[src/rtl/rxring_pkg.sv]
`timescale 1ns/1ps
package rxring_pkg;
  localparam int SAMPLE_W      = 32;
  localparam int HDR_VALID_BIT = 31;

  // Per-cycle strobes from control to datapath
  typedef struct packed {
    logic push;      // enqueue the incoming sample word
    logic pop;       // send the oldest queued sample to memory
    logic writeHdr;  // send the pending header to memory
  } ringStrobe_t;
endpackage

[src/rtl/rxring_ctrl.sv]
`timescale 1ns/1ps
module rxring_ctrl
  import rxring_pkg::*;
#(
  parameter int NUM_DESC         = 4,
  parameter int SAMPLES_PER_DESC = 28,
  parameter int HDR_WORDS        = 4,
  parameter int QUEUE_DEPTH      = 2,
  parameter int SEQ_W            = 16,
  localparam int IDX_W  = (NUM_DESC > 1) ? $clog2(NUM_DESC) : 1,
  localparam int OFF_W  = $clog2(HDR_WORDS + SAMPLES_PER_DESC),
  localparam int ADDR_W = IDX_W + OFF_W
) (
  input  logic                clk,
  input  logic                rstN,
  input  logic                sampleValid,
  input  logic [IDX_W-1:0]    rdIndex,
  input  logic                headLast,
  input  logic [IDX_W-1:0]    headIdx,
  output ringStrobe_t         strobe,
  output logic [ADDR_W-1:0]   pushAddr,
  output logic                pushLast,
  output logic [ADDR_W-1:0]   hdrAddr,
  output logic [SAMPLE_W-1:0] hdrWord,
  output logic [IDX_W-1:0]    wrIndex,
  output logic                overflow
);
  localparam int CNT_W  = (SAMPLES_PER_DESC > 1) ? $clog2(SAMPLES_PER_DESC) : 1;
  localparam int QCNT_W = $clog2(QUEUE_DEPTH + 1);
  localparam logic [CNT_W-1:0]  LAST_CNT = CNT_W'(SAMPLES_PER_DESC - 1);
  localparam logic [QCNT_W-1:0] Q_FULL   = QCNT_W'(QUEUE_DEPTH);

  function automatic logic [IDX_W-1:0] nextSlot(input logic [IDX_W-1:0] s);
    return (s == IDX_W'(NUM_DESC - 1)) ? '0 : IDX_W'(s + 1'b1);
  endfunction

  logic [CNT_W-1:0]  sampleCnt;
  logic [IDX_W-1:0]  fillIdx;
  logic [IDX_W-1:0]  hdrIdx;
  logic [IDX_W-1:0]  wrIdxQ;
  logic [QCNT_W-1:0] qCount;
  logic [SEQ_W-1:0]  seqNum;
  logic              hdrPending;
  logic              ovfQ;
  logic              ringFull;
  logic              queueFull;
  logic              accept;
  logic              popNow;

  // The full test is made only at a descriptor boundary, so a started descriptor always completes
  assign ringFull  = (sampleCnt == '0) && (nextSlot(fillIdx) == rdIndex);
  assign queueFull = (qCount == Q_FULL);
  assign accept    = sampleValid && !ringFull && !queueFull;
  assign popNow    = (qCount != '0) && !hdrPending;

  assign strobe.push     = accept;
  assign strobe.pop      = popNow;
  assign strobe.writeHdr = hdrPending;

  assign pushLast = (sampleCnt == LAST_CNT);
  assign pushAddr = {fillIdx, OFF_W'(HDR_WORDS + int'(sampleCnt))};
  assign hdrAddr  = {hdrIdx, OFF_W'(0)};

  always_comb begin
    hdrWord                = '0;
    hdrWord[HDR_VALID_BIT] = 1'b1;
    hdrWord[SEQ_W-1:0]     = seqNum;
  end

  // Fill position of the next accepted sample
  always_ff @(posedge clk) begin
    if (!rstN) begin
      sampleCnt <= '0;
      fillIdx   <= '0;
    end else if (accept) begin
      if (pushLast) begin
        sampleCnt <= '0;
        fillIdx   <= nextSlot(fillIdx);
      end else begin
        sampleCnt <= sampleCnt + 1'b1;
      end
    end
  end

  // Queue occupancy
  always_ff @(posedge clk) begin
    if (!rstN) begin
      qCount <= '0;
    end else begin
      case ({accept, popNow})
        2'b10:   qCount <= qCount + 1'b1;
        2'b01:   qCount <= qCount - 1'b1;
        default: qCount <= qCount;
      endcase
    end
  end

  // Header scheduling, sequence numbering and the published index
  always_ff @(posedge clk) begin
    if (!rstN) begin
      hdrPending <= 1'b0;
      hdrIdx     <= '0;
      seqNum     <= '0;
      wrIdxQ     <= '0;
    end else begin
      if (popNow && headLast) begin
        hdrPending <= 1'b1;
        hdrIdx     <= headIdx;
      end else if (hdrPending) begin
        hdrPending <= 1'b0;
      end
      if (hdrPending) begin
        seqNum <= seqNum + 1'b1;
        wrIdxQ <= nextSlot(hdrIdx);
      end
    end
  end

  always_ff @(posedge clk) begin
    if (!rstN)            ovfQ <= 1'b0;
    else if (sampleValid) ovfQ <= !accept;
  end

  assign wrIndex  = wrIdxQ;
  assign overflow = ovfQ;
endmodule

[src/rtl/rxring_dp.sv]
`timescale 1ns/1ps
module rxring_dp
  import rxring_pkg::*;
#(
  parameter int NUM_DESC         = 4,
  parameter int SAMPLES_PER_DESC = 28,
  parameter int HDR_WORDS        = 4,
  parameter int QUEUE_DEPTH      = 2,
  localparam int IDX_W  = (NUM_DESC > 1) ? $clog2(NUM_DESC) : 1,
  localparam int OFF_W  = $clog2(HDR_WORDS + SAMPLES_PER_DESC),
  localparam int ADDR_W = IDX_W + OFF_W
) (
  input  logic                clk,
  input  logic                rstN,
  input  ringStrobe_t         strobe,
  input  logic [SAMPLE_W-1:0] sampleData,
  input  logic [ADDR_W-1:0]   pushAddr,
  input  logic                pushLast,
  input  logic [ADDR_W-1:0]   hdrAddr,
  input  logic [SAMPLE_W-1:0] hdrWord,
  output logic                headLast,
  output logic [IDX_W-1:0]    headIdx,
  output logic                memWrEn,
  output logic [ADDR_W-1:0]   memAddr,
  output logic [SAMPLE_W-1:0] memWrData
);
  localparam int PTR_W = (QUEUE_DEPTH > 1) ? $clog2(QUEUE_DEPTH) : 1;

  function automatic logic [PTR_W-1:0] nextPtr(input logic [PTR_W-1:0] p);
    return (p == PTR_W'(QUEUE_DEPTH - 1)) ? '0 : PTR_W'(p + 1'b1);
  endfunction

  logic [SAMPLE_W-1:0] qData [QUEUE_DEPTH];
  logic [ADDR_W-1:0]   qAddr [QUEUE_DEPTH];
  logic                qLast [QUEUE_DEPTH];
  logic [PTR_W-1:0]    wrPtr;
  logic [PTR_W-1:0]    rdPtr;

  always_ff @(posedge clk) begin
    for (int e = 0; e < QUEUE_DEPTH; e++) begin
      if (strobe.push && (wrPtr == PTR_W'(e))) begin
        qData[e] <= sampleData;
        qAddr[e] <= pushAddr;
        qLast[e] <= pushLast;
      end
    end
  end

  always_ff @(posedge clk) begin
    if (!rstN) begin
      wrPtr <= '0;
      rdPtr <= '0;
    end else begin
      if (strobe.push) wrPtr <= nextPtr(wrPtr);
      if (strobe.pop)  rdPtr <= nextPtr(rdPtr);
    end
  end

  assign headLast = qLast[rdPtr];
  assign headIdx  = qAddr[rdPtr][ADDR_W-1:OFF_W];

  // Registered memory port; the header has priority over queued samples
  always_ff @(posedge clk) begin
    if (!rstN) begin
      memWrEn   <= 1'b0;
      memAddr   <= '0;
      memWrData <= '0;
    end else begin
      memWrEn <= strobe.writeHdr | strobe.pop;
      if (strobe.writeHdr) begin
        memAddr   <= hdrAddr;
        memWrData <= hdrWord;
      end else if (strobe.pop) begin
        memAddr   <= qAddr[rdPtr];
        memWrData <= qData[rdPtr];
      end
    end
  end
endmodule

[src/rtl/rx_desc_ring_writer.sv]
`timescale 1ns/1ps
module rx_desc_ring_writer
  import rxring_pkg::*;
#(
  parameter int NUM_DESC         = 4,
  parameter int SAMPLES_PER_DESC = 28,
  parameter int HDR_WORDS        = 4,
  parameter int QUEUE_DEPTH      = 2,
  parameter int SEQ_W            = 16,
  localparam int IDX_W  = (NUM_DESC > 1) ? $clog2(NUM_DESC) : 1,
  localparam int OFF_W  = $clog2(HDR_WORDS + SAMPLES_PER_DESC),
  localparam int ADDR_W = IDX_W + OFF_W
) (
  input  logic              clk,
  input  logic              rstN,
  input  logic              sampleValid,
  input  logic [31:0]       sampleData,
  input  logic [IDX_W-1:0]  rdIndex,
  output logic              memWrEn,
  output logic [ADDR_W-1:0] memAddr,
  output logic [31:0]       memWrData,
  output logic [IDX_W-1:0]  wrIndex,
  output logic              overflow
);
  ringStrobe_t         strobe;
  logic [ADDR_W-1:0]   pushAddr;
  logic                pushLast;
  logic [ADDR_W-1:0]   hdrAddr;
  logic [SAMPLE_W-1:0] hdrWord;
  logic                headLast;
  logic [IDX_W-1:0]    headIdx;

  rxring_ctrl #(
    .NUM_DESC(NUM_DESC), .SAMPLES_PER_DESC(SAMPLES_PER_DESC),
    .HDR_WORDS(HDR_WORDS), .QUEUE_DEPTH(QUEUE_DEPTH), .SEQ_W(SEQ_W)
  ) u_ctrl (
    .clk(clk), .rstN(rstN), .sampleValid(sampleValid), .rdIndex(rdIndex),
    .headLast(headLast), .headIdx(headIdx), .strobe(strobe),
    .pushAddr(pushAddr), .pushLast(pushLast), .hdrAddr(hdrAddr), .hdrWord(hdrWord),
    .wrIndex(wrIndex), .overflow(overflow)
  );

  rxring_dp #(
    .NUM_DESC(NUM_DESC), .SAMPLES_PER_DESC(SAMPLES_PER_DESC),
    .HDR_WORDS(HDR_WORDS), .QUEUE_DEPTH(QUEUE_DEPTH)
  ) u_dp (
    .clk(clk), .rstN(rstN), .strobe(strobe), .sampleData(sampleData),
    .pushAddr(pushAddr), .pushLast(pushLast), .hdrAddr(hdrAddr), .hdrWord(hdrWord),
    .headLast(headLast), .headIdx(headIdx),
    .memWrEn(memWrEn), .memAddr(memAddr), .memWrData(memWrData)
  );
endmodule

[config.mk]
export PLATFORM = sky130hd
export DESIGN_NAME = rx_desc_ring_writer
export DESIGN_NICKNAME = d
export VERILOG_FILES = /design/src/rtl/rxring_pkg.sv /design/src/rtl/rxring_ctrl.sv /design/src/rtl/rxring_dp.sv /design/src/rtl/rx_desc_ring_writer.sv
export SDC_FILE = /design/constraint.sdc
export NUM_CORES = 1
export LEC_CHECK = 0
export BUFFER_PORTS_ARGS = -buffer_cell sky130_fd_sc_hd__buf_2
export CORE_UTILIZATION = 51
export DETAILED_ROUTE_END_ITERATION = 10
export PLACE_DENSITY_LB_ADDON = 0.12
export SKIP_CTS_REPAIR_TIMING = 1
export SYNTH_ARGS = -nofsm -noshare
export SYNTH_HDL_FRONTEND = slang
export SYNTH_SLANG_ARGS = --single-unit
[constraint.sdc]
create_clock -name clk -period 3.1 [get_ports clk]
set_input_delay 0.93 -clock clk [delete_from_list [all_inputs] [get_ports clk]]
set_output_delay 0.93 -clock clk [all_outputs]
set_load 0.02 [all_outputs]
# Yosys cells after proc, flatten, opt, wreduce, memory -nomap -nowiden
# Memories as Yosys holds them, arrays and structs flattened. A register that Yosys moved wholly into a read port is not among the register bits.
# Index checks and enable logic that the tools add are counted.
[totals]
out_inout_bits = 43
in_bits = 37
mem_count = 3
register_bits = 73
ramBits = 80
wordCells = 87
[classes]
muxes = 30
eq_ne = 7
reduce_logical = 20
bitwise_logic = 3
n_addsub = 9
[memory_table]
columns = ["memory", "words", "word_bits", "rd", "rd_ports_with_merged_regs", "wr", "line", "rtl"]
rows = [
  ["u_dp.qData", 2, 32, 1, 1, 1, "rxring_dp.sv:33", "logic [SAMPLE_W-1:0] qData [QUEUE_DEPTH];"],
  ["u_dp.qAddr", 2, 7, 1, 1, 1, "rxring_dp.sv:34", "logic [ADDR_W-1:0] qAddr [QUEUE_DEPTH];"],
  ["u_dp.qLast", 2, 1, 1, 1, 1, "rxring_dp.sv:35", "logic qLast [QUEUE_DEPTH];"],
]
[ops]
columns = ["cell", "count"]
rows = [
  ["$mux 32", 3],
  ["$reduce_or 32->1", 1],
  ["$mux 7", 3],
  ["$mux 1", 20],
  ["$add 16x1->16 const B", 1],
  ["$eq 2x2->1 const B", 4],
  ["$logic_and 1x1->1", 7],
  ["$reduce_or 7->1", 1],
  ["$add 2x1->2 const B", 3],
  ["$reduce_bool 2->1", 3],
  ["$add 3x5->5 const A", 1],
  ["$add 5x1->5 const B", 1],
  ["$eq 5x5->1 const B", 1],
  ["$logic_not 5->1", 1],
  ["$mux 5", 1],
  ["$logic_not 1->1", 4],
  ["$mux 2", 2],
  ["$pmux 2 s2", 1],
  ["$add 1x1->1 const B", 2],
  ["$eq 2x1->1 const B", 1],
  ["$eq 2x2->1", 1],
  ["$not 1->1", 2],
  ["$reduce_and 2->1", 1],
  ["$reduce_or 2->1", 1],
  ["other kinds (3)", 3],
]

# Logic depth before layout (Yosys ltp)
[logic_depth]
word_depth = 12
mapped_depth = 11
mapped_depth_nobuf = 10

# Modules after synthesis
# A second synthesis with hierarchy kept.
[hier_totals]
hier_cells = 518
hier_area_um2 = 6520.0
[by_module_without_submodules]
columns = ["mod", "area_per_inst_um2", "seq_area_each_um2", "n_inst", "cells_per_inst"]
rows = [
  ["rxring_dp", 4760.8, 3263.1, 1, 319],
  ["rxring_ctrl", 1759.2, 620.6, 1, 199],
]

# Worst setup path before layout
# No wires, ideal clock.
[synth_path]
path_type = "input -> register"
from = "input rdIndex[0]"
to = "memory u_dp.qAddr[0][0] in the netlist's numbering, enable pin"
n_path_buf = 1
arrival_time_ps = 2738
setup_ps = 394
stages = 5
setup_slack_ps = -32
required_ps = 2706
cell_sequence = "or3_4 > and4_4 > buf_6 > or3_1 > inv_1"
[synth_via]
elab_chain_len = 10
elab_cells_between_ends = 14
cone_classes = "1 x eq/ne; 6 x mux; 7 x reduce/logical"
[synth_lines]
columns = ["element", "line", "rtl"]
rows = [
  ["start: declaration", "rx_desc_ring_writer.sv:18", "input logic [IDX_W-1:0] rdIndex,"],
  ["$eq 2x2->1 *", "rxring_ctrl.sv:51", "assign ringFull = (sampleCnt == '0) && (nextSlot(fillIdx) == rdIndex);"],
  ["$logic_and 1x1->1 *", "rxring_ctrl.sv:51", ""],
  ["$logic_not 1->1 *", "rxring_ctrl.sv:53", "assign accept = sampleValid && !ringFull && !queueFull;"],
  ["$logic_and 1x1->1 * (2 in series)", "rxring_ctrl.sv:53", ""],
  ["$logic_and 1x1->1", "rxring_dp.sv:41", "if (strobe.push && (wrPtr == PTR_W'(e))) begin"],
  ["$mux 1", "rxring_dp.sv:41", ""],
  ["$mux 1 (not written as such)", "rxring_dp.sv:43", "qAddr[e] <= pushAddr;"],
  ["$reduce_or 7->1 (no source line)", "n/a", ""],
  ["$mux 1 (no source line)", "n/a", ""],
  ["end: declaration", "rxring_dp.sv:34", ""],
]
# Every way passes the cells marked *; elsewhere a longest branch is shown, timed or not.

# Final worst setup path
[layout_path]
from = "input rdIndex[0]"
to = "memory u_dp.qData[0][20], enable pin"
[layout_via]
elab_chain_len = 10
elab_cells_between_ends = 14
cone_classes = "1 x eq/ne; 6 x mux; 7 x reduce/logical"
[layout_lines]
columns = ["element", "line", "rtl"]
rows = [
  ["$eq 2x2->1 *", "rxring_ctrl.sv:51", ""],
  ["$logic_and 1x1->1 *", "rxring_ctrl.sv:51", ""],
  ["$logic_not 1->1 *", "rxring_ctrl.sv:53", ""],
  ["$logic_and 1x1->1 * (2 in series)", "rxring_ctrl.sv:53", ""],
  ["$logic_and 1x1->1", "rxring_dp.sv:41", ""],
  ["$mux 1", "rxring_dp.sv:41", ""],
  ["$mux 1 (not written as such)", "rxring_dp.sv:42", "qData[e] <= sampleData;"],
  ["$reduce_or 32->1 (no source line)", "n/a", ""],
  ["$mux 1 (no source line)", "n/a", ""],
  ["end: declaration", "rxring_dp.sv:33", ""],
]
# Marked as above.

==> out/qor.yml <==
yosys:
  fraction_of_synthesis_flops_using_an_asynchronous_set_or_reset_pin_pct: 0
  cell_count_after_synthesis: 481
  synth.yosys.warnings: 0
  post_synth_main_area_contributors: "sky130_fd_sc_hd__edfxtp_1 40%, sky130_fd_sc_hd__dfxtp_1 25%, sky130_fd_sc_hd__mux2i_1 8.1%"
  syn-cell-area_um2: 5950
  synth.lib_cells_used.distinct: 40
  post_synth.cell_area_avg_um2: 12.4
  ys_ff_latch: 154
  synth_top_cell_area_share_pct: 40.4
  synthDominantAreaCellType: "sky130_fd_sc_hd__edfxtp_1"
  yosys_most_used_dff: "sky130_fd_sc_hd__edfxtp_1"
  synth-edff-count: 80
  syn-num-nets: 527
  synth_sequential_area_ratio_pct: 65.3
route:
  totalWireLength_um: 10700
  initialDrtViolationCount: 180
  routedLengthMet1_um: 4930
  detailroute.wirelength.met3_um: 528
  met2_wirelength_um: 5130
  post_drt_via_cell_ratio: 5.32
  drt-pass1-iter-count: 7
  antenna_violating_nets_post_route: 0
  drcViolationCount: 2
  highest_layer: "met4"
  vias: 3811
  routedWlPerCell_um: 14.9
setup_path:
  cp-end-kind: "flip-flop"
  path_buf_inv: 3
  data_arrival_time_of_the_critical_path_ps: 2560
  worst_path_dominant_cell_family: "simple AND/OR/NAND/NOR gates"
  cp_data_required_time_ps: 3220
  regToRegStartpoint: "u_ctrl.fillIdx[0]"
  reg2regPathDepth: 6
  r2r-end: "u_dp.qData[0][20]"
  crit_path_max_incr_delay_ps: 400
  path_class: "input port to flip-flop"
  regToRegSetupSlack_ps: 720
  worst_path_max_delay_cell: "sky130_fd_sc_hd__or3_1"
  critical_path.startpoint_type: "input port"
  timing.critical_path.fanout_max: 13
  sequence_of_cells_on_the_critical_path: "buf_2 -> or3_4 -> and4_4 -> or3_1 -> clkinvlp_4 -> buf_4"
outcome:
  outcome: "finished with violations"
  violations: "DRC"
clock_network:
  cts_tree: "built"
  cts.root.buffer_cell: "sky130_fd_sc_hd__clkbuf_16"
  cts-buffers-inserted: 17
  ctsLongestPathBuffers: 2
  worst_skew_pair.late_latency_ps: 410
  clkSlewWorstSetupHoldPaths_ps: 60
  cts_htree_levels: 4
  cts_num_sinks: 154
pwr:
  p_per_cell_area_nw_per_um2: 906
  worst_vdd_drop_mv: 0.643
  p_leak_nw: 2.68
  total_power_mw: 6.35
cells_and_area:
  final_design_area_no_fill_um2: 7010
  diodes: 0
  postLayoutCoreUtil_pct: 61.4
  drive_above_1_share_pct: 22.5
  layoutNonFillerInstCount: 717
  fill_cells: 947
  multiInputGateArea_um2: 1920
  final_nets: 608
  register_area_um2: 3890
  area.growth.synth_to_final_pct: 17.8
timing:
  holdWs_ps: 485
  finalClockSkew_ps: 6.40
  grt_setup_unrepaired: "false"
  finalCriticalPeriod_ps: 2440
  timing.max_slew.rel_slack_pct: 30.9
  max_transition_viols_final: 0
  hold_viol_final: 0
  fin_crit_sh_pct: 78.6
  setup-violations-final: 0
  fmaxAchievable_ghz: 0.411
  timing_worst_slew_pin_value_ps: 1040
  worst_slack_ps: 664
  finalSetupTns_ps: 0
floorplanning:
  die_area_um2: 12100
  io_pins: 80
  std_cell_rows: 39
  die_boundary_width_um: 110
  chipHeight_um: 110
  floorplan.initialDensity_pct: 52.1
  core_area_um2: 11400
global_routing:
  grt_start_max_net_pins: 56
  global_route.overflow_total: 0
  grt_first_pass_wirelength_um: 16800
  number_of_antenna_violations_at_the_first_check_in_global_routing: 0
  first_global_vias: 3481
  grt_util_all_layers_pct: 18.9
min_path:
  whs_path_depth: 2
  hold_path.class: "flip-flop to flip-flop"
  min-delay-start: "u_ctrl.seqNum[15]"
  end_point_of_the_worst_hold_path: "u_ctrl.seqNum[15]"
job:
  drv_cap: 0
placement:
  place_worst_setup_slack_ps: 229
  weighted_congestion_at_the_end_of_routability_driven_global_placement: 0.839
  port-buffer-count: 79
  postPlaceCellArea_um2: 6510
  detailed_place_hpwl_um: 7010
  placed_cells: 686
[synthesized netlist by cell type, types with 2 or more instances]
| cell type | instances |
|---|---|
| sky130_fd_sc_hd__a211oi_1 | 21 |
| sky130_fd_sc_hd__xnor2_1 | 13 |
| sky130_fd_sc_hd__nand2b_1 | 4 |
| sky130_fd_sc_hd__a21oi_1 | 22 |
| sky130_fd_sc_hd__dfxtp_1 | 74 |
| sky130_fd_sc_hd__edfxtp_1 | 80 |
| sky130_fd_sc_hd__buf_1 | 6 |
| sky130_fd_sc_hd__a31o_2 | 2 |
| sky130_fd_sc_hd__xor2_1 | 5 |
| sky130_fd_sc_hd__clkbuf_1 | 15 |
| sky130_fd_sc_hd__mux2i_1 | 48 |
| sky130_fd_sc_hd__nand2_1 | 26 |
| sky130_fd_sc_hd__nand4_1 | 6 |
| sky130_fd_sc_hd__buf_2 | 5 |
| sky130_fd_sc_hd__a211o_1 | 16 |
| sky130_fd_sc_hd__o21ai_0 | 7 |
| sky130_fd_sc_hd__or3_1 | 2 |
| sky130_fd_sc_hd__nor2_1 | 68 |
| sky130_fd_sc_hd__mux2_2 | 2 |
| sky130_fd_sc_hd__nor4_1 | 5 |
| sky130_fd_sc_hd__nor3_1 | 6 |
| sky130_fd_sc_hd__nand3_1 | 11 |
| sky130_fd_sc_hd__ha_1 | 9 |
| sky130_fd_sc_hd__inv_1 | 10 |
| sky130_fd_sc_hd__and2_1 | 3 |
[registers in the layout (all words and copies together), names as in the netlist, 2 cells and up, named ones only]
signal	cells
u_ctrl.sampleCnt	5
u_dp.memWrData	32
u_ctrl.wrIndex	2
u_dp.qData	64
u_dp.qLast	2
u_ctrl.fillIdx	2
u_dp.qAddr	14
u_dp.memAddr	7
u_ctrl.seqNum	16
u_ctrl.qCount	2
u_ctrl.hdrIdx	2
[power breakdown]
part	leakage [nW]	switching (mW)	total, mW	internal [mW]
clock	0.246	0.751	1.77	1.01
combinational	1.09	1.06	1.77	0.710
sequential	1.35	0.226	2.82	2.59
[layout make-up]
type	count	share of cell area, %
clock buffers	19	6.32
clock inverters	12	0.839
inverters	10	0.589
multi-input cells	290	27.4
flip-flops and latches	154	55.4
well taps	143	2.55
repair buffers	89	6.89
[worst max path at each step]
stage	startpoint	endpoint	slack [ps]	cells after the start
6_report	rdIndex[0]	u_dp.qData[0][20]	660	6
5_1_grt	rdIndex[0]	u_dp.qData[0][18]	600	6
4_1_cts	rdIndex[0]	u_dp.qData[0][18]	670	6
3_5_place_dp	rdIndex[0]	u_dp.qData[0][23]	230	6
3_3_place_gp	rdIndex[0]	u_dp.qData[0][23]	270	6
2_1_floorplan	rdIndex[0]	u_dp.qAddr[1][0]	230	3
[metal layers]
metal	GRT usage (%)	vias up
li1	-	1909
met1	23.7	1801
met2	30.1	94
met3	5.41	7
met4	8.86	0
met5	0	-
[layout by cell type, fill, tap and decap left out, types with 11 or more instances in the layout]
cell                        synthesis  final
sky130_fd_sc_hd__edfxtp_1          80     80
sky130_fd_sc_hd__buf_2              5     79
sky130_fd_sc_hd__dfxtp_1           74     72
sky130_fd_sc_hd__nor2_1            68     67
sky130_fd_sc_hd__mux2i_1           48     48
sky130_fd_sc_hd__nand2_1           26     26
sky130_fd_sc_hd__a21oi_1           22     22
sky130_fd_sc_hd__a211oi_1          21     21
sky130_fd_sc_hd__clkbuf_16          0     17
sky130_fd_sc_hd__a211o_1           16     16
sky130_fd_sc_hd__xnor2_1           13     13
sky130_fd_sc_hd__nand3_1           11     11
[logic make-up after synthesis]
family	share of synthesized area (%)
buf+inv	2.56
compound gates	8.43
fa+ha+maj	1.89
xor+xnor	2.65
mux	8.45
simple gates	10.8
flops	65.3
[worst min-delay path, delay by kind of cell (launching register included)]
kind          cells  cell delay, ps
simple gates      1              60
flops             1             320
mux               1              60
Power figures use the tool's default switching activity.
